[src/rtl/cfg_blob_pkg.sv]
package cfg_blob_pkg;

  typedef enum logic [2:0] {
    ENT_SIG  = 3'd0,
    ENT_REV  = 3'd1,
    ENT_RAM  = 3'd2,
    ENT_ROM  = 3'd3,
    ENT_NONE = 3'd4
  } entry_e;

  localparam int LANES = 8;

  // Legal data widths in bytes; 0 marks an unsupported enable pattern.
  function automatic logic [3:0] be_width(input logic [7:0] be);
    case (be)
      8'h01:   return 4'd1;
      8'h03:   return 4'd2;
      8'h0F:   return 4'd4;
      8'hFF:   return 4'd8;
      default: return 4'd0;
    endcase
  endfunction

  function automatic logic [7:0] rom_byte(input logic [31:0] k);
    logic [31:0] v;
    v = k * 32'd13 + 32'd5;
    return v[7:0];
  endfunction

endpackage

[src/rtl/cfg_key_lookup.sv]
module cfg_key_lookup
  import cfg_blob_pkg::*;
#(
  parameter logic [15:0] KEY_RAM   = 16'h0020,
  parameter logic [15:0] KEY_ROM   = 16'h0021,
  parameter int          RAM_BYTES = 16,
  parameter int          ROM_BYTES = 24,
  parameter int          POS_W     = 9
) (
  input  logic [15:0]      key,
  output entry_e           ent,
  output logic [POS_W-1:0] len,
  output logic             writable
);

  always_comb begin
    ent      = ENT_NONE;
    len      = '0;
    writable = 1'b0;
    if (key == 16'h0000) begin
      ent = ENT_SIG;
      len = POS_W'(4);
    end else if (key == 16'h0001) begin
      ent = ENT_REV;
      len = POS_W'(4);
    end else if (key == KEY_RAM) begin
      ent      = ENT_RAM;
      len      = POS_W'(RAM_BYTES);
      writable = 1'b1;
    end else if (key == KEY_ROM) begin
      ent = ENT_ROM;
      len = POS_W'(ROM_BYTES);
    end
  end

endmodule

[src/rtl/cfg_blob_store.sv]
module cfg_blob_store
  import cfg_blob_pkg::*;
#(
  parameter int          RAM_BYTES = 16,
  parameter int          ROM_BYTES = 24,
  parameter logic [31:0] SIG       = 32'h43464742,
  parameter logic [31:0] REV       = 32'h0,
  parameter int          POS_W     = 9
) (
  input  logic                 clk,
  input  logic                 rst_n,
  input  entry_e               ent,
  input  logic [POS_W-1:0]     len,
  input  logic [POS_W-1:0]     base,
  input  logic                 wr_en,
  input  logic [LANES-1:0]     wr_mask,
  input  logic [LANES*8-1:0]   wdata,
  output logic [LANES*8-1:0]   rd_bytes
);

  logic [7:0] mem [RAM_BYTES];

  // Scratch blob: lane i lands at stream position base+i.
  always_ff @(posedge clk) begin
    if (!rst_n) begin
      for (int j = 0; j < RAM_BYTES; j++) mem[j] <= '0;
    end else if (wr_en && ent == ENT_RAM) begin
      for (int i = 0; i < LANES; i++) begin
        for (int j = 0; j < RAM_BYTES; j++) begin
          if (wr_mask[i] && (base + POS_W'(i)) == POS_W'(j))
            mem[j] <= wdata[8*i +: 8];
        end
      end
    end
  end

  // One byte reader per lane, each at its own stream position.
  for (genvar g = 0; g < LANES; g++) begin : g_lane
    logic [POS_W-1:0] pos;
    logic [7:0]       b;
    always_comb begin
      pos = base + POS_W'(g);
      b   = '0;
      if (pos < len) begin
        case (ent)
          ENT_SIG: for (int k = 0; k < 4; k++) if (pos == POS_W'(k)) b = SIG[31-8*k -: 8];
          ENT_REV: for (int k = 0; k < 4; k++) if (pos == POS_W'(k)) b = REV[8*k +: 8];
          ENT_RAM: for (int j = 0; j < RAM_BYTES; j++) if (pos == POS_W'(j)) b = mem[j];
          ENT_ROM: b = rom_byte(32'(pos));
          default: b = '0;
        endcase
      end
    end
    assign rd_bytes[8*g +: 8] = b;
  end

endmodule

[src/rtl/cfg_lane_pack.sv]
module cfg_lane_pack
  import cfg_blob_pkg::*;
#(
  parameter int POS_W = 9
) (
  input  logic [3:0]         width,
  input  logic [POS_W-1:0]   cursor,
  input  logic [POS_W-1:0]   len,
  input  logic [LANES*8-1:0] rd_bytes,
  output logic [LANES*8-1:0] rdata,
  output logic [LANES-1:0]   lane_mask,
  output logic [POS_W-1:0]   adv
);

  logic [POS_W-1:0] remaining;

  for (genvar g = 0; g < LANES; g++) begin : g_mask
    assign lane_mask[g]        = (4'(g) < width);
    assign rdata[8*g +: 8]     = lane_mask[g] ? rd_bytes[8*g +: 8] : 8'h00;
  end

  always_comb begin
    remaining = (cursor < len) ? (len - cursor) : '0;
    adv       = (POS_W'(width) < remaining) ? POS_W'(width) : remaining;
  end

endmodule

[src/rtl/cfg_blob_server.sv]
module cfg_blob_server
  import cfg_blob_pkg::*;
#(
  parameter int          RAM_BYTES = 16,
  parameter int          ROM_BYTES = 24,
  parameter logic [15:0] KEY_RAM   = 16'h0020,
  parameter logic [15:0] KEY_ROM   = 16'h0021,
  parameter logic [31:0] SIG       = 32'h43464742,
  parameter logic [31:0] REV       = 32'h0,
  parameter int          ADDR_W    = 4,
  parameter int          SEL_OFF   = 8
) (
  input  logic              clk,
  input  logic              rst_n,
  input  logic              req_valid,
  output logic              req_ready,
  input  logic              req_write,
  input  logic [ADDR_W-1:0] req_addr,
  input  logic [7:0]        req_be,
  input  logic [63:0]       req_wdata,
  output logic              resp_valid,
  input  logic              resp_ready,
  output logic [63:0]       resp_rdata
);

  localparam int MAX_A   = (RAM_BYTES > ROM_BYTES) ? RAM_BYTES : ROM_BYTES;
  localparam int MAX_LEN = (MAX_A > 4) ? MAX_A : 4;
  localparam int CUR_W   = $clog2(MAX_LEN + 1);
  localparam int POS_W   = CUR_W + 4;

  logic [15:0]      key_q;
  logic [POS_W-1:0] cur_q;
  entry_e           ent;
  logic [POS_W-1:0] blob_len;
  logic             writable;
  logic [63:0]      rd_bytes;
  logic [63:0]      packed_rd;
  logic [7:0]       lane_mask;
  logic [POS_W-1:0] adv;
  logic [3:0]       width;
  logic             acc, is_data, is_sel, rd_go, wr_go, sel_go;

  assign req_ready = !resp_valid || resp_ready;
  assign acc       = req_valid && req_ready;
  assign width     = be_width(req_be);
  assign is_data   = (req_addr == '0) && (width != 4'd0);
  assign is_sel    = (req_addr == ADDR_W'(SEL_OFF));
  assign rd_go     = acc && is_data && !req_write;
  assign wr_go     = acc && is_data && req_write && writable;
  assign sel_go    = acc && is_sel && req_write && (req_be[1:0] == 2'b11);

  cfg_key_lookup #(
    .KEY_RAM(KEY_RAM), .KEY_ROM(KEY_ROM),
    .RAM_BYTES(RAM_BYTES), .ROM_BYTES(ROM_BYTES), .POS_W(POS_W)
  ) u_lookup (
    .key(key_q), .ent(ent), .len(blob_len), .writable(writable)
  );

  cfg_blob_store #(
    .RAM_BYTES(RAM_BYTES), .ROM_BYTES(ROM_BYTES),
    .SIG(SIG), .REV(REV), .POS_W(POS_W)
  ) u_store (
    .clk(clk), .rst_n(rst_n), .ent(ent), .len(blob_len), .base(cur_q),
    .wr_en(wr_go), .wr_mask(lane_mask), .wdata(req_wdata), .rd_bytes(rd_bytes)
  );

  cfg_lane_pack #(.POS_W(POS_W)) u_pack (
    .width(width), .cursor(cur_q), .len(blob_len), .rd_bytes(rd_bytes),
    .rdata(packed_rd), .lane_mask(lane_mask), .adv(adv)
  );

  always_ff @(posedge clk) begin
    if (!rst_n) begin
      key_q <= 16'h0000;
      cur_q <= '0;
    end else if (sel_go) begin
      key_q <= {req_wdata[7:0], req_wdata[15:8]};
      cur_q <= '0;
    end else if (rd_go || wr_go) begin
      cur_q <= cur_q + adv;
    end
  end

  always_ff @(posedge clk) begin
    if (!rst_n) begin
      resp_valid <= 1'b0;
      resp_rdata <= '0;
    end else if (acc) begin
      resp_valid <= 1'b1;
      resp_rdata <= rd_go ? packed_rd : 64'h0;
    end else if (resp_ready) begin
      resp_valid <= 1'b0;
    end
  end

endmodule

[config.mk]
export PLATFORM = sky130hd
export DESIGN_NAME = cfg_blob_server
export DESIGN_NICKNAME = d
export VERILOG_FILES = /design/src/rtl/cfg_blob_pkg.sv /design/src/rtl/cfg_key_lookup.sv /design/src/rtl/cfg_blob_store.sv /design/src/rtl/cfg_lane_pack.sv /design/src/rtl/cfg_blob_server.sv
export SDC_FILE = /design/constraint.sdc
export NUM_CORES = 2
export LEC_CHECK = 0
export BUFFER_PORTS_ARGS = -buffer_cell sky130_fd_sc_hd__buf_2
export CAP_MARGIN = 20
export CORE_UTILIZATION = 61
export DETAILED_ROUTE_END_ITERATION = 6
export GPL_ROUTABILITY_DRIVEN = 1
export PLACE_DENSITY_LB_ADDON = 0.15
export SYNTH_ARGS = -nofsm -noshare
export SYNTH_HDL_FRONTEND = slang
export SYNTH_SLANG_ARGS = --single-unit
[constraint.sdc]
create_clock -name clk -period 6.35 [get_ports clk]
set_input_delay 1.905 -clock clk [delete_from_list [all_inputs] [get_ports clk]]
set_output_delay 1.905 -clock clk [all_outputs]
set_load 0.005 [all_outputs]
==> results of run 1 <==
==> Yosys cell counts, drive strengths merged (44+ instances only) <==
cell and n:
nand3 249, o22ai 143, a211oi 122, or3 57, xnor2 94, clkbuf 366, a31oi 55, and2 45
mux2i 173, o21ai 435, ha 155, edfxtp 128, nor2 501, o221ai 52, nand4 54, o2111ai 44
o211ai 72, buf 163, nor3 148, a22oi 59, a221oi 110, a21oi 503, nand2 532, and3 80
inv 128, dfxtp 90
==> through the flow <==
stage | hold WS, ps | util, %
4_1_cts | 466.1 | 66.40
3_5_place_dp | 468.0 | 64.79
3_3_place_gp | 443.4 | 64.79
2_1_floorplan | 459.7 | -
==> layer usage <==
layer  overflow  global-route usage, %
met1          0                  85.03
met5          1                  35.21
met2          0                  92.85
met4          1                  74.38
met3          0                  67.82
==> logic make-up after synthesis <==
kind of cell	synth area share, %
other	0.01058
multiplexers	4.980
adder cells (fa/ha/maj)	6.713
flip-flops	15.93
AND/OR/NAND/NOR	25.05
buffers and inverters	7.539
AO/OA/AOI/OAI	36.58
XOR/XNOR	3.208
==> metrics.txt, run 1 <==
top-level I/O count 147; GRT Overall Usage 80.73%; CTS Buffer Depth 3; largest net degree at the start of global routing 117; Area contributors post-synth edfxtp_1 (11%), a21oi_1 (7.1%), nand2_1 (5.6%), ha_1 (5.5%), o21ai_0 (5.4%); largest area contributor in the netlist edfxtp_1; pre-CTS setup slack 180.6 ps; Initial Util 62.27%; area of placed instances 36880 µm²; Synthesis Warnings 0; Mapped Area 35450 µm²; Die Wd 243.1 µm; library cells used by synthesis 113; hold-fix buffers at CTS 0; EDFF count, synth 128; Error Message [ERROR GRT-0116] Global routing finished with congestion. Check the congestion regions in the DRC Viewer.; hpwl dp 170.2 mm; Die Span Y 243.1 µm; CTS root buf clkbuf_16; std cell rows 87; Gate Count Post-Synth 5140; async set or reset register ratio after synthesis 0%; Top FF cell, synth edfxtp_1; GP Congestion 1.337; sequential area share after synthesis 15.93%; vias in the first global route 49267; syn_area_per_cell 6.897 µm²; Placed Cells 5744; I/O Buffers 146; CTS Sinks 218; first-pass GRT wire length 352.0 mm; Synth top area share 10.84%; Fail Step 5_1_grt; Yosys reg bits 218; Setup Buffers After CTS 0; Post-CTS Resized 0; status stopped before the end; TritonCTS buffer count 27; total grt overflow 2; # H-tree levels 1
==> inputs of run 2 (changes only) <==
CORE_UTILIZATION = 40   (was 61)
==> run 2 against run 1 <==
  * The flow now finishes, with violations (design-rule violations)
  * Synthesized cell count stayed put
  * Area after synthesis stayed put
==> metrics.txt, run 2 <==
Most flops, register u_store.mem; Area contributors post-synth edfxtp_1 (11%), a21oi_1 (7.1%), nand2_1 (5.6%), ha_1 (5.5%), o21ai_0 (5.4%); total iterations of the first detailed-routing run 7; syn_area_per_cell 6.897 µm²; Synth top area share 10.84%; Worst setup SP type flop; top-level I/O count 147; Lkg Pwr 14.98 nW; PwrDens 108.6 nW/µm²; worst hold path depth 1; endpoints failing hold 0; Synthesis Warnings 0; Yosys reg bits 218; top post-synthesis cells by count nand2_1 (530), a21oi_1 (501), nor2_1 (490); CTS Buffer Depth 3; Clock Skew 27.87 ps; Hold WC Path Type flop to flop; relative slew slack 15.21%; hold-fix buffers at CTS 0; Final nets 5365; die area 89820 µm²; total grt overflow 0; routed vias/inst 7.799; area of placed instances 37990 µm²; Die Wd 299.7 µm; I/O Buffers 146; most frequent cells in the layout nand2_1 (529), a21oi_1 (500), nor2_1 (489); Final Cycle Share 95.38%; library cells used by synthesis 113; Starting DRT DRC Count 9882; Worst Setup End Kind flop; CTS root buf clkbuf_16; sequential area share after synthesis 15.93%; DR vias 49144; GRT Overall Usage 58.28%; TritonCTS clock tree done; initial antenna violation count 25; Skew-Pair Late Insertion Delay 650 ps; Initial Util 40.61%; failing checks design-rule violations; final setup fails 0; # H-tree levels 1; EDFF count, synth 128; Largest regs u_store.mem: 128 flops, resp_rdata: 64 flops, key_q: 16 flops; routed len/inst 43.38 µm; Peak VDD IR 0.0002203 V; # DRC 78; worst reg2reg path depth 13; Die Span Y 299.7 µm; core area 87290 µm²; Routed Antenna Nets 0; hpwl dp 202.7 mm; Routed WL 273.3 mm; CP Class flop to flop; max reg flops 128; Area growth, synth to finish 10.24%; largest net degree at the start of global routing 115; Fmax achieved 165.1 MHz; most common cell in the netlist nand2_1; largest area contributor in the netlist edfxtp_1; std cell rows 108; CP max FO 17; Final Max Tran Viols 0; MaxCap Viol Count 0; setup TNS 0 ps; vias in the first global route 44370; fin area 39080 µm²; async set or reset register ratio after synthesis 0%; commonest non-fill, non-tap cell in the layout nand2_1; Gate Count Post-Synth 5140; CTS Sinks 218; worst slew pin tran 1265 ps; GP Congestion 1.127; status complete, but fails checks; Top FF cell, synth edfxtp_1; clock-pin slew on the worst setup and hold paths 60 ps; WP data required 6860 ps; Tmin final 6056 ps; share of post-route cells with drive strength above 1 12.97%; RSZ-0062 raised after global routing false; Worst EP arrival 6560 ps; TritonCTS buffer count 28; Mapped Area 35450 µm²; first-pass GRT wire length 367.5 mm
run 2: cell counts after synthesis:
Identical to the previous run, type by type.
run 2: worst paths after layout:
path / start / slack [ps] / end
setup / recovery: cur_q[3] / 290 / resp_rdata[55]
hold / removal: resp_rdata[30] / 460 / resp_rdata[30]
setup reg to reg: cur_q[3] / 290 / resp_rdata[55]
hold reg to reg: resp_rdata[30] / 460 / resp_rdata[30]
run 2: through the flow:
| step | total power, W | worst slack [ps] | hold WS [ps] | util (%) | instances |
|---|---|---|---|---|---|
| after CTS | 0.004117 | 444.6 | 468.0 | 44.64 | 6279 |
| after global placement | 0.002393 | 554.2 | 449.9 | 43.50 | 6225 |
| after global routing | 0.004210 | 52.74 | 504.9 | 44.72 | 6286 |
| final | 0.004246 | 293.7 | 464.1 | 44.77 | 6301 |
| after detailed placement | 0.002394 | 523.2 | 453.0 | 43.52 | 6227 |
| after floorplan | 0.001940 | 653.1 | 459.7 | - | 5143 |
run 2: worst max-delay path, stage by stage (launching register included):
cell and delay [ps]:
dfxtp_1 550, ha_1 910, buf_4 340, a21oi_1 110, xnor2_1 390, ha_1 880, nand2_1 770, nor3_2 540
buf_4 250, nor2_1 70, a221oi_1 270, nand2_1 90, a21oi_1 590, o31ai_1 110
run 2: final cells by class:
class	count	area [µm²]
Fill cell	9218	48220
Sequential cell	218	5645
Tap cell	1155	1445
Clock inverter	15	176.4
Inverter	133	499.2
Multi-Input combinational cell	4263	27280
Timing Repair Buffer	463	3184
Antenna cell	17	42.54
Clock buffer	37	799.5
run 2: layer usage:
layer | routed length [µm] | up-vias | track usage, %
met5 | 79 | - | 0
met4 | 31130 | 12 | 50.63
met3 | 45340 | 1575 | 26.33
met2 | 102400 | 4930 | 78.87
met1 | 94400 | 23241 | 69.06
li1 | - | 19386 | -
run 2: repair_timing:
item | CTS | global route
resized for setup | 0 | 1
buffers inserted | 0 | 0
setup endpoints to repair | 0 | 1
run 2: power breakdown:
group	switching, W	internal, W	leakage (nW)
combinational	0.000560	0.000166	12.5
sequential	0.000205	0.00154	2.01
clock	0.000793	0.000979	0.476
total	0.00156	0.00269	15.0
run 2: cell families (layout without fill, tap and decap cells):
| family | Yosys count | after routing | synth area share, % |
|---|---|---|---|
| mux | 176 | 176 | 4.980 |
| other cells | 1 | 21 | 0.01058 |
| fa+ha+maj | 177 | 177 | 6.713 |
| simple gates | 1824 | 1824 | 25.05 |
| flops | 218 | 218 | 15.93 |
| buf+inv | 662 | 648 | 7.539 |
| compound gates | 1953 | 1953 | 36.58 |
| xor+xnor | 129 | 129 | 3.208 |
Note: power is estimated with default switching activity, not from simulation.
